==> src/rtl/phl_pkg.sv <==
package phl_pkg;

    // Combinational function evaluated by a gate when it fires
    typedef enum logic [1:0] {
        PL_AND = 2'd0,
        PL_OR  = 2'd1,
        PL_XOR = 2'd2,
        PL_BUF = 2'd3
    } phl_func_e;

    // Controller state; the state itself is the gate phase
    typedef enum logic {
        ST_EVEN = 1'b0,
        ST_ODD  = 1'b1
    } phl_state_e;

endpackage

==> src/rtl/phl_phase_detect.sv <==
module phl_phase_detect #(
    parameter int N_IN = 2
) (
    input  logic [N_IN-1:0] in_v,
    input  logic [N_IN-1:0] in_t,
    input  logic            gate_phase,
    output logic            enable
);
    logic [N_IN-1:0] agree;

    // Per-input comparison of the pair phase against the gate phase
    for (genvar i = 0; i < N_IN; i++) begin : g_in
        logic pair_phase;
        assign pair_phase = in_v[i] ^ in_t[i];
        assign agree[i]   = (pair_phase == gate_phase);
    end

    assign enable = &agree;
endmodule

==> src/rtl/phl_func_eval.sv <==
module phl_func_eval
    import phl_pkg::*;
#(
    parameter int        N_IN = 2,
    parameter phl_func_e FUNC = PL_AND
) (
    input  logic [N_IN-1:0] in_v,
    output logic            result
);
    if (FUNC == PL_AND) begin : g_and
        assign result = &in_v;
    end else if (FUNC == PL_OR) begin : g_or
        assign result = |in_v;
    end else if (FUNC == PL_XOR) begin : g_xor
        assign result = ^in_v;
    end else begin : g_buf
        logic [N_IN-1:0] pass_sel;
        assign pass_sel = in_v & {{(N_IN-1){1'b0}}, 1'b1};
        assign result   = |pass_sel;
    end
endmodule

==> src/rtl/phl_ledr_encode.sv <==
module phl_ledr_encode (
    input  logic value,
    input  logic target_phase,
    output logic rail_v,
    output logic rail_t
);
    // Value rail carries data; timing rail makes the pair phase the target
    assign rail_v = value;
    assign rail_t = value ^ target_phase;
endmodule

==> src/rtl/phl_gate.sv <==
module phl_gate
    import phl_pkg::*;
#(
    parameter int        N_IN   = 2,
    parameter phl_func_e FUNC   = PL_AND,
    parameter bit        INVERT = 1'b0
) (
    input  logic            clk,
    input  logic            rst,
    input  logic [N_IN-1:0] in_v,
    input  logic [N_IN-1:0] in_t,
    output logic            out_v,
    output logic            out_t,
    output logic            fire,
    output logic            gate_phase
);
    localparam logic RST_OUT_T = INVERT;

    phl_state_e state_q;
    phl_state_e state_d;
    logic       enable;
    logic       func_val;
    logic       tgt_phase;
    logic       nxt_v;
    logic       nxt_t;

    assign gate_phase = (state_q == ST_ODD);

    phl_phase_detect #(.N_IN(N_IN)) u_detect (
        .in_v       (in_v),
        .in_t       (in_t),
        .gate_phase (gate_phase),
        .enable     (enable)
    );

    phl_func_eval #(.N_IN(N_IN), .FUNC(FUNC)) u_func (
        .in_v   (in_v),
        .result (func_val)
    );

    // Output phase rule: normal gates invert, phase-inverted gates follow
    if (INVERT) begin : g_inv
        assign tgt_phase = gate_phase;
    end else begin : g_norm
        assign tgt_phase = ~gate_phase;
    end

    phl_ledr_encode u_enc (
        .value        (func_val),
        .target_phase (tgt_phase),
        .rail_v       (nxt_v),
        .rail_t       (nxt_t)
    );

    // Next-state logic: fire_even, fire_odd, hold
    always_comb begin
        state_d = state_q;
        unique case (state_q)
            ST_EVEN: if (enable) state_d = ST_ODD;
            ST_ODD:  if (enable) state_d = ST_EVEN;
            default: state_d = ST_EVEN;
        endcase
    end

    // State register
    always_ff @(posedge clk) begin
        if (rst) state_q <= ST_EVEN;
        else     state_q <= state_d;
    end

    // Output register: new token and firing strobe
    always_ff @(posedge clk) begin
        if (rst) begin
            out_v <= 1'b0;
            out_t <= RST_OUT_T;
            fire  <= 1'b0;
        end else begin
            fire <= enable;
            if (enable) begin
                out_v <= nxt_v;
                out_t <= nxt_t;
            end
        end
    end
endmodule

==> config.mk <==
export PLATFORM = sky130hd
export DESIGN_NAME = phl_gate
export DESIGN_NICKNAME = d
export VERILOG_FILES = /design/src/rtl/phl_pkg.sv /design/src/rtl/phl_phase_detect.sv /design/src/rtl/phl_func_eval.sv /design/src/rtl/phl_ledr_encode.sv /design/src/rtl/phl_gate.sv
export SDC_FILE = /design/constraint.sdc
export NUM_CORES = 1
export LEC_CHECK = 0
export BUFFER_PORTS_ARGS = -buffer_cell sky130_fd_sc_hd__buf_2
export CAP_MARGIN = 20
export CORE_AREA = 10 10 47 49
export DETAILED_ROUTE_END_ITERATION = 10
export DIE_AREA = 0 0 57 59
export SLEW_MARGIN = 15
export SYNTH_ARGS = -nofsm -noshare
export SYNTH_HDL_FRONTEND = slang
export SYNTH_SLANG_ARGS = --single-unit
==> constraint.sdc <==
create_clock -name clk -period 1.52 [get_ports clk]
set_input_delay 0.228 -clock clk [delete_from_list [all_inputs] [get_ports clk]]
set_output_delay 0.228 -clock clk [all_outputs]
set_load 0.03 [all_outputs]
==> key figures, run 1 <==
Timing
  – Hold WS: 217 ps
  – Crit share post-route: 79.9%
  – Max Slew Vio Count: 0
  – Skew final: 3.45 ps
  – Minimum clock period: 1210 ps
  – RSZ-0062 raised after global routing: no
  – Final worst setup slack: 305 ps
  – # setup viols final: 0
  – Slew HR: 81.6%
  – Worst-Margin Slew: 275 ps
  – Fin. Hold Viols: 0
  – TNS Setup: 0 ps
  – Max Fclk: 0.823 GHz

Logic synthesis
  – Cell taking the most area after synthesis: dfxtp_1
  – Most instantiated cells after synthesis: nor2_1, dfxtp_1
  – Yosys warnings: 0
  – Avg Synthesized Cell Area: 8.15 µm²
  – Number of enable flip-flop cells after synthesis: 0
  – Syn Nets: 37
  – Most common cell in the netlist: nor2_1
  – Top cells by area, synth: dfxtp_1, nor2_1, xor2_2
  – Synth top area share: 31.7%
  – Sequential area share after synthesis: 31.7%
  – Yosys cell types: 19
  – Cells after Synth: 31
  – Synth Flop Type: dfxtp_1
  – Cell Area, Synth: 253 µm²
  – Number of synthesized register bits: 4
  – Async set-reset flop share out of synthesis: 0%

Worst setup path
  – R2R cell count: 3
  – Max FO, Critical Path: 8
  – Crit Path Class: reg2reg
  – R2R Path End: out_v
  – CP endpoint kind: flip-flop
  – Worst EP required: 1670 ps
  – Reg2Reg Setup Slack: 310 ps
  – CP Data Arrival Time: 1360 ps
  – Startpoint type of the worst setup path: flip-flop

Power
  – Sw frac: 31.7%
  – Comb pwr share: 25.3%
  – Leak: 0.149 nW
  – Net Sw Power: 109 µW
  – Total Power: 345 µW
  – Sequential share of power: 36.2%
  – Clock power share: 38.5%
  – P_int: 236 µW
  – Power Dens Cells: 1010 mW/mm²
  – Peak VDD IR: 0.358 mV

Clock network
  – CTS tree: yes
  – Hold Buf Count CTS: 0
  – Post-CTS sizing: 0
  – Clk_lat worst skew: 230 ps
  – Sink Count: 4
  – Clk buf depth: 2
  – # Post-CTS Setup Buffers: 0
  – TritonCTS Buffers: 3
  – H-tree depth: 1
  – CTS clk-pin slew, worst paths: 40 ps
  – Clock root cell: clkbuf_4

Finish
  – N_diodes: 0
  – Area Overhead vs Synth: 34.7%
  – Layout cells sized above 1: 30.2%
  – Nets@finish: 51
  – Layout filler cell count: 170

Global route
  – First-pass GRT wire length: 1.01 mm
  – Grt total ovfl: 0
  – Largest net degree at the start of global routing: 9
  – Vias in the first global route: 254
  – GRT Resource Usage Total: 3.80%
  – Initial antenna violation count: 0

Hold path
  – Worst Hold Class: in2reg
  – Hold Crit Depth: 2
  – Hold EP: fire
  – Hold Startpoint: rst

Floorplanning
  – Core Rows: 14
  – IO Pins: 10
  – Die area: 0.00336 mm²
  – Initial Utilization: 18.0%
  – Die Ht: 59 µm
  – Core area: 0.00140 mm²
  – Die Span X: 57 µm

Drt
  – DRT Pass-1 Iters: 2
  – DRT Wirelength: 657 µm
  – Via Count: 261
  – Average wire per standard cell: 11.1 µm
  – DR DRC count: 0
  – Post-DRT Antenna Nets: 0
  – Vias per inst: 4.42
  – DR iter-0 viols: 3

Placement
  – Pre-CTS setup slack: 116 ps
  – HPWL Detailed: 514 µm
  – Gp weighted congestion: 0.682
  – Input/output buffers: 9

Flow run
  – Max Cap Violations: 0

Run status
  – Status: completed
## cell type report
type                       instances  area [µm²]  share of cell area (%)
inverter                           1        3.75                    1.10
multi-input combinational         26         169                    49.6
clock buffer                       3        22.5                    6.62
sequential                         4        80.1                    23.5
timing repair buffer               9        45.0                    13.2
tap                               16        20.0                    5.88
## per-stage QoR
step	utilization (%)	instance area, µm²	instances
after floorplan	-	253	31
after global placement	22.7	318	56
after detailed placement	22.7	318	56
after CTS	24.3	340	59
after global routing	24.3	340	59
final	24.3	340	59
## how the worst max path moves through the flow
| stage | startpoint | to | slack, ps | cells after the start |
|---|---|---|---|---|
| floorplan | flip-flop | out_t | 200 | 3 |
| global placement | in_t[0] | out_v | 120 | 5 |
| detailed placement | in_v[0] | out_v | 120 | 5 |
| CTS | flip-flop | out_t | 270 | 3 |
| global route | flip-flop | out_t | 180 | 3 |
| finish | flip-flop | out_v | 310 | 3 |
## power groups by stage
| stage | registers (mW) | logic (mW) | clock network, mW |
|---|---|---|---|
| after floorplan | 0.143 | 0.0389 | 0 |
| after global placement | 0.127 | 0.0872 | 0 |
| after detailed placement | 0.127 | 0.0878 | 0 |
| after CTS | 0.125 | 0.0885 | 0.136 |
| after global routing | 0.127 | 0.0964 | 0.145 |
| final | 0.125 | 0.0873 | 0.133 |
## metal layers
layer	vias to the layer above	GRT usage [%]	wire, µm
met1	107	4.49	349
met5	-	0	0
met4	0	2.01	0
met3	0	3.00	45
li1	140	-	-
met2	14	4.65	262
## worst max-delay path, cell delays in order (launching register included)
cell     delay (ps)
dfxtp_1         370
and3_1          180
or4b_1          510
o31ai_1          80
## cells in the final DEF, fill, tap and decap left out, drive strengths merged
cell type	instances
nand2	2
a21oi	2
o21ai	2
xor2	2
or4b	1
mux2i	1
nand2b	2
buf	9
or3b	1
nor3	1
and3	1
a221oi	1
a311o	1
a31oi	1
clkbuf	3
inv	1
o31ai	1
o2bb2ai	1
nor2	6
dfxtp	4
## cells by family after synthesis
group,Yosys count,synth area share [%]
flops,4,31.7
simple gates,14,28.7
xor+xnor,2,9.90
buf+inv,1,1.48
mux,1,3.96
compound gates,9,24.3
Power figures use the tool's default switching activity.
==> run 2, diff against run 1 <==
==> constraint.sdc (replaced) <==
create_clock -name clk -period 1.3 [get_ports clk]
set_input_delay 0.195 -clock clk [delete_from_list [all_inputs] [get_ports clk]]
set_output_delay 0.195 -clock clk [all_outputs]
set_load 0.03 [all_outputs]
==> run 2 against run 1 <==
Wire length grew 0.30%. Core utilization up 3.3 points. Global-route usage up 0.87 points. Cell count grew 10%. Clock skew fell by 1.2 ps. Sequential share of layout area fell by 2.5 points. Clock-buffer cell count stayed put. Power up 20%. Combinational power rose by 36%. Fmax is 3.8% higher. Setup slack worse by 180 ps. Largest power group unchanged.
==> key figures, run 2 (synthesized netlist as in run 1, its figures left out) <==
Worst setup path
  – Largest stage delay on the critical path: 500 ps (was 510 ps)
  – CP max stage cell: or4b_1 (unchanged)
  – Crit-path cells: and3_1 -> or4b_1 -> o31ai_1 (unchanged)
  – Reg2Reg Setup Slack: 130 ps (was 310 ps)
  – R2R cell count: 3 (unchanged)
  – Worst EP required: 1440 ps (was 1670 ps)
  – CP Data Arrival Time: 1310 ps (was 1360 ps)
  – Worst Path Buf+Inv: 0 (unchanged)
  – Critical path depth in cells: 3 (unchanged)
  – Largest delay share family, worst path: simple AND/OR/NAND/NOR gates (unchanged)
  – CP endpoint kind: flip-flop (unchanged)
  – Startpoint type of the worst setup path: flip-flop (unchanged)
  – Max FO, Critical Path: 8 (unchanged)
  – Crit Path Class: reg2reg (unchanged)

Floorplanning
  – IO Pins: 10 (unchanged)
  – Die area: 0.00336 mm² (unchanged)
  – Die Ht: 59 µm (unchanged)
  – Core area: 0.00140 mm² (unchanged)
  – Initial Utilization: 18.0% (unchanged)
  – Die Span X: 57 µm (unchanged)
  – Core Rows: 14 (unchanged)

Drt
  – Post-DRT Antenna Nets: 0 (unchanged)
  – DR iter-0 viols: 6 (was 3)
  – DRT Wirelength: 659 µm (was 657 µm)
  – Via Count: 272 (was 261)
  – Vias per inst: 4.18 (was 4.42)
  – Average wire per standard cell: 10.1 µm (was 11.1 µm)
  – DR DRC count: 0 (unchanged)
  – DRT Pass-1 Iters: 4 (was 2)

Finish
  – Commonest non-fill, non-tap cell in the layout: buf_2 (unchanged)
  – Layout filler cell count: 161 (was 170)
  – Layout cells sized above 1: 40.8% (was 30.2%)
  – Final std cell area, no fill: 387 µm² (was 340 µm²)
  – Area Overhead vs Synth: 53.0% (was 34.7%)
  – Nets@finish: 57 (was 51)
  – Most frequent cells in the layout: buf_2, nor2_1, buf_4 (was buf_2, nor2_1, dfxtp_1)
  – N_diodes: 0 (unchanged)

Clock network
  – Post-CTS sizing: 0 (unchanged)
  – Hold Buf Count CTS: 0 (unchanged)
  – Sink Count: 4 (unchanged)
  – Clk buf depth: 2 (unchanged)
  – Clk_lat worst skew: 230 ps (about the same)
  – # Post-CTS Setup Buffers: 0 (unchanged)
  – TritonCTS Buffers: 3 (unchanged)
  – CTS tree: yes (unchanged)
  – Clock root cell: clkbuf_4 (unchanged)
  – H-tree depth: 1 (unchanged)
  – CTS clk-pin slew, worst paths: 40 ps (about the same)

Global route
  – Initial antenna violation count: 0 (unchanged)
  – Vias in the first global route: 303 (was 254)
  – Grt total ovfl: 0 (unchanged)
  – Largest net degree at the start of global routing: 9 (unchanged)
  – GRT Resource Usage Total: 4.66% (was 3.80%)
  – First-pass GRT wire length: 1.27 mm (was 1.01 mm)

Flow run
  – Max Cap Violations: 0 (unchanged)

Placement
  – HPWL Detailed: 550 µm (was 514 µm)
  – Area after DPL: 364 µm² (was 318 µm²)
  – Gp weighted congestion: 0.767 (was 0.682)
  – Input/output buffers: 9 (unchanged)

Timing
  – Worst-Margin Slew: 227 ps (was 275 ps)
  – Hold WS: 180 ps (was 217 ps)
  – # setup viols final: 0 (unchanged)
  – Slew HR: 84.9% (was 81.6%)
  – Crit share post-route: 90.1% (was 79.9%)
  – Skew final: 2.24 ps (was 3.45 ps)
  – Max Fclk: 0.854 GHz (was 0.823 GHz)
  – Max Slew Vio Count: 0 (unchanged)
  – RSZ-0062 raised after global routing: no (unchanged)
  – Fin. Hold Viols: 0 (unchanged)
  – Minimum clock period: 1170 ps (was 1210 ps)

Hold path
  – Hold Crit Depth: 2 (unchanged)
  – Worst Hold Class: in2reg (unchanged)
  – Hold Startpoint: rst (unchanged)

Power
  – Power Dens Cells: 1070 mW/mm² (was 1010 mW/mm²)
  – Peak VDD IR: 0.455 mV (was 0.358 mV)
  – Leak: 0.178 nW (was 0.149 nW)

Run status
  – Status: completed (unchanged)
## run 2: changes by cell type in the layout (fill, tap and decap cells not counted), sizes merged
cell / previous run / this run
buf: 9 / 15
## run 2: final timing paths
path | endpoint
max reg2reg | out_v
min reg2reg | out_t
max | out_v
min | flip-flop
## run 2: report_power, final
part           internal (mW)  total, mW  switching [mW]
sequential             0.135      0.147          0.0123
combinational         0.0533      0.119          0.0657
clock                  0.103      0.149          0.0459
## run 2: area by class of cell
class	count	area, µm²	area share [%]
inverter	1	3.75	0.971
tap	16	20.0	5.18
clock buffer	3	22.5	5.83
timing repair buffer	15	90.1	23.3
multi-input combinational	26	169	43.7
sequential	4	81.3	21.0
## run 2: worst reg2reg max path: stages, from the launching register on
cell and delay [ps]:
dfxtp_2 350, and3_1 160, or4b_1 500, o31ai_1 80
## run 2: routing by layer
| metal | GRT usage (%) | routed length (µm) |
|---|---|---|
| met3 | 3.22 | 40 |
| met5 | 0 | 0 |
| met2 | 5.74 | 271 |
| met4 | 3.02 | 0 |
| met1 | 5.57 | 348 |
## run 2: metrics by stage
stage | setup slack, ps | total power [mW] | setup TNS, ps | cells | utilization (%)
3_3_place_gp | -40.1 | 0.267 | -40.1 | 62 | 26.0
4_1_cts | 110 | 0.423 | 0 | 65 | 27.6
6_report | 129 | 0.415 | 0 | 65 | 27.6
2_1_floorplan | 24.8 | 0.214 | 0 | 31 | -
3_5_place_dp | -46.0 | 0.270 | -57.5 | 62 | 26.0
5_1_grt | 0.997 | 0.451 | 0 | 65 | 27.6
==> run 3, diff against run 2 <==
--- a/config.mk
+++ b/config.mk
@@ -10,6 +10,7 @@
 export CORE_AREA = 10 10 47 49
 export DETAILED_ROUTE_END_ITERATION = 10
 export DIE_AREA = 0 0 57 59
+export GPL_TIMING_DRIVEN = 0
 export SLEW_MARGIN = 15
 export SYNTH_ARGS = -nofsm -noshare
 export SYNTH_HDL_FRONTEND = slang
==> run 3 against run 2 <==
Highest routed layer unchanged. Cell count shrank 9.2%. Clock skew shrank 0.72 ps. Final area shrank 12%. Critical path depth is the same. Largest cell class unchanged. Fmax shrank 0.27%. Clock-buffer cell count is the same. Critical path type unchanged. Non-clock buffer count shrank 6. Sequential share of layout area grew 2.8 points.
==> key figures, run 3 (synthesized netlist as in run 1, its figures left out) <==
Run status
  – Status: completed (unchanged)

Timing
  – RSZ-0062 raised after global routing: no (unchanged)
  – TNS Setup: 0 ps (unchanged)
  – Max Slew Vio Count: 0 (unchanged)
  – Slew HR: 82.2% (was 84.9%)
  – Skew final: 1.52 ps (was 2.24 ps)
  – Worst-Margin Slew: 266 ps (was 227 ps)
  – Fin. Hold Viols: 0 (unchanged)
  – Minimum clock period: 1170 ps (about the same)
  – # setup viols final: 0 (unchanged)
  – Crit share post-route: 90.3% (was 90.1%)
  – Hold WS: 183 ps (was 180 ps)
  – Max Fclk: 0.852 GHz (was 0.854 GHz)

Drt
  – DRT Pass-1 Iters: 2 (was 4)
  – Via Count: 266 (was 272)
  – DR iter-0 viols: 3 (was 6)
  – Vias per inst: 4.51 (was 4.18)
  – DRT Wirelength: 611 µm (was 659 µm)
  – Post-DRT Antenna Nets: 0 (unchanged)
  – Average wire per standard cell: 10.4 µm (was 10.1 µm)
  – DR DRC count: 0 (unchanged)

Worst setup path
  – Largest delay share family, worst path: simple AND/OR/NAND/NOR gates (unchanged)
  – Worst EP required: 1450 ps (was 1440 ps)
  – Critical path depth in cells: 3 (unchanged)
  – CP endpoint kind: flip-flop (unchanged)
  – Startpoint type of the worst setup path: flip-flop (unchanged)
  – Worst Path Buf+Inv: 0 (unchanged)
  – Largest stage delay on the critical path: 500 ps (about the same)
  – CP max stage cell: or4b_1 (unchanged)
  – R2R cell count: 3 (unchanged)
  – Crit-path cells: and3_1 -> or4b_1 -> o31ai_1 (unchanged)
  – Crit Path Class: reg2reg (unchanged)
  – CP Data Arrival Time: 1320 ps (was 1310 ps)
  – Max FO, Critical Path: 8 (unchanged)

Placement
  – Input/output buffers: 9 (unchanged)
  – Gp weighted congestion: 0.670 (was 0.767)
  – Inst Count DP: 56 (was 62)

Finish
  – Final std cells w/o fill: 59 (was 65)
  – Nets@finish: 51 (was 57)
  – Commonest non-fill, non-tap cell in the layout: buf_2 (unchanged)
  – Area Overhead vs Synth: 35.1% (was 53.0%)
  – Most frequent cells in the layout: buf_2, nor2_1, clkbuf_4, dfxtp_1 (was buf_2, nor2_1, buf_4)
  – Layout filler cell count: 165 (was 161)
  – N_diodes: 0 (unchanged)
  – Layout cells sized above 1: 32.6% (was 40.8%)

Power
  – Sequential share of power: 36.8% (was 35.5%)
  – Clock power share: 38.2% (was 35.9%)
  – Sw frac: 31.0% (was 29.9%)
  – P_int: 276 µW (was 291 µW)
  – Comb pwr share: 25.1% (was 28.7%)
  – Peak VDD IR: 0.372 mV (was 0.455 mV)
  – Net Sw Power: 124 µW (about the same)
  – Leak: 0.150 nW (was 0.178 nW)
  – Power Dens Cells: 1170 mW/mm² (was 1070 mW/mm²)

Clock network
  – H-tree depth: 1 (unchanged)
  – TritonCTS Buffers: 3 (unchanged)
  – Sink Count: 4 (unchanged)
  – CTS clk-pin slew, worst paths: 40 ps (about the same)
  – CTS tree: yes (unchanged)
  – Clk buf depth: 2 (unchanged)
  – Clock root cell: clkbuf_4 (unchanged)
  – # Post-CTS Setup Buffers: 0 (unchanged)
  – Hold Buf Count CTS: 0 (unchanged)
  – Clk_lat worst skew: 230 ps (about the same)
  – Post-CTS sizing: 0 (unchanged)

Global route
  – Vias in the first global route: 268 (was 303)
  – GRT met3 Usage: 3.00% (was 3.22%)
  – Largest net degree at the start of global routing: 9 (unchanged)
  – Grt total ovfl: 0 (unchanged)
  – Initial antenna violation count: 0 (unchanged)
  – Most Crowded Layer GR: met1 (was met2)
  – GR Layer Usage met1: 4.86% (was 5.57%)
  – GR Layer Usage met2: 4.81% (was 5.74%)
  – First-pass GRT wire length: 1.10 mm (was 1.27 mm)
  – GRT Resource Usage Total: 4.10% (was 4.66%)

Floorplanning
  – Core Rows: 14 (unchanged)
  – Die area: 0.00336 mm² (unchanged)
  – Initial Utilization: 18.0% (unchanged)
  – IO Pins: 10 (unchanged)
  – Die Ht: 59 µm (unchanged)
  – Die Span X: 57 µm (unchanged)
  – Core area: 0.00140 mm² (unchanged)

Hold path
  – Hold Crit Depth: 2 (unchanged)
  – Worst Hold Class: in2reg (unchanged)

Flow run
  – Max Cap Violations: 0 (unchanged)
==> run 3: changes by cell type in the layout (fill, tap and decap cells not counted), sizes merged <==
cell and change:
buf -6
==> run 3: final cells by class <==
type / instances / area, µm² / area share (%)
multi-input combinational: 26 / 169 / 49.5
sequential: 4 / 81.3 / 23.8
timing repair buffer: 9 / 45.0 / 13.2
clock buffer: 3 / 22.5 / 6.59
tap: 16 / 20.0 / 5.86
inverter: 1 / 3.75 / 1.10
==> run 3: metal layers <==
layer / vias to the layer above / wire length (µm)
met5: - / 0
met3: 0 / 67
li1: 138 / -
met1: 118 / 289
met4: 0 / 0
met2: 10 / 254
==> run 3: through the flow <==
| step | instance area [µm²] | util (%) | worst slack, ps | total power [mW] |
|---|---|---|---|---|
| 4_1_cts | 342 | 24.4 | 115 | 0.411 |
| 6_report | 342 | 24.4 | 126 | 0.400 |
| 2_1_floorplan | 254 | - | 24.8 | 0.214 |
| 5_1_grt | 342 | 24.4 | 41.5 | 0.436 |
| 3_5_place_dp | 319 | 22.8 | -70.5 | 0.250 |
| 3_3_place_gp | 319 | 22.8 | -75.7 | 0.249 |
==> run 3: power groups by stage <==
stage | registers (mW) | clock network, mW | logic [mW]
6_report | 0.147 | 0.153 | 0.100
5_1_grt | 0.150 | 0.173 | 0.114
4_1_cts | 0.147 | 0.162 | 0.102
3_5_place_dp | 0.148 | 0 | 0.102
3_3_place_gp | 0.149 | 0 | 0.100
2_1_floorplan | 0.168 | 0 | 0.0455
==> run 3: worst paths after layout <==
path | endpoint | from | slack (ps)
worst max-delay path | out_v | flip-flop | 130
worst min-delay path | flip-flop | rst | 180
worst max register to register | out_v | flip-flop | 130
worst min register to register | out_t | flip-flop | 530
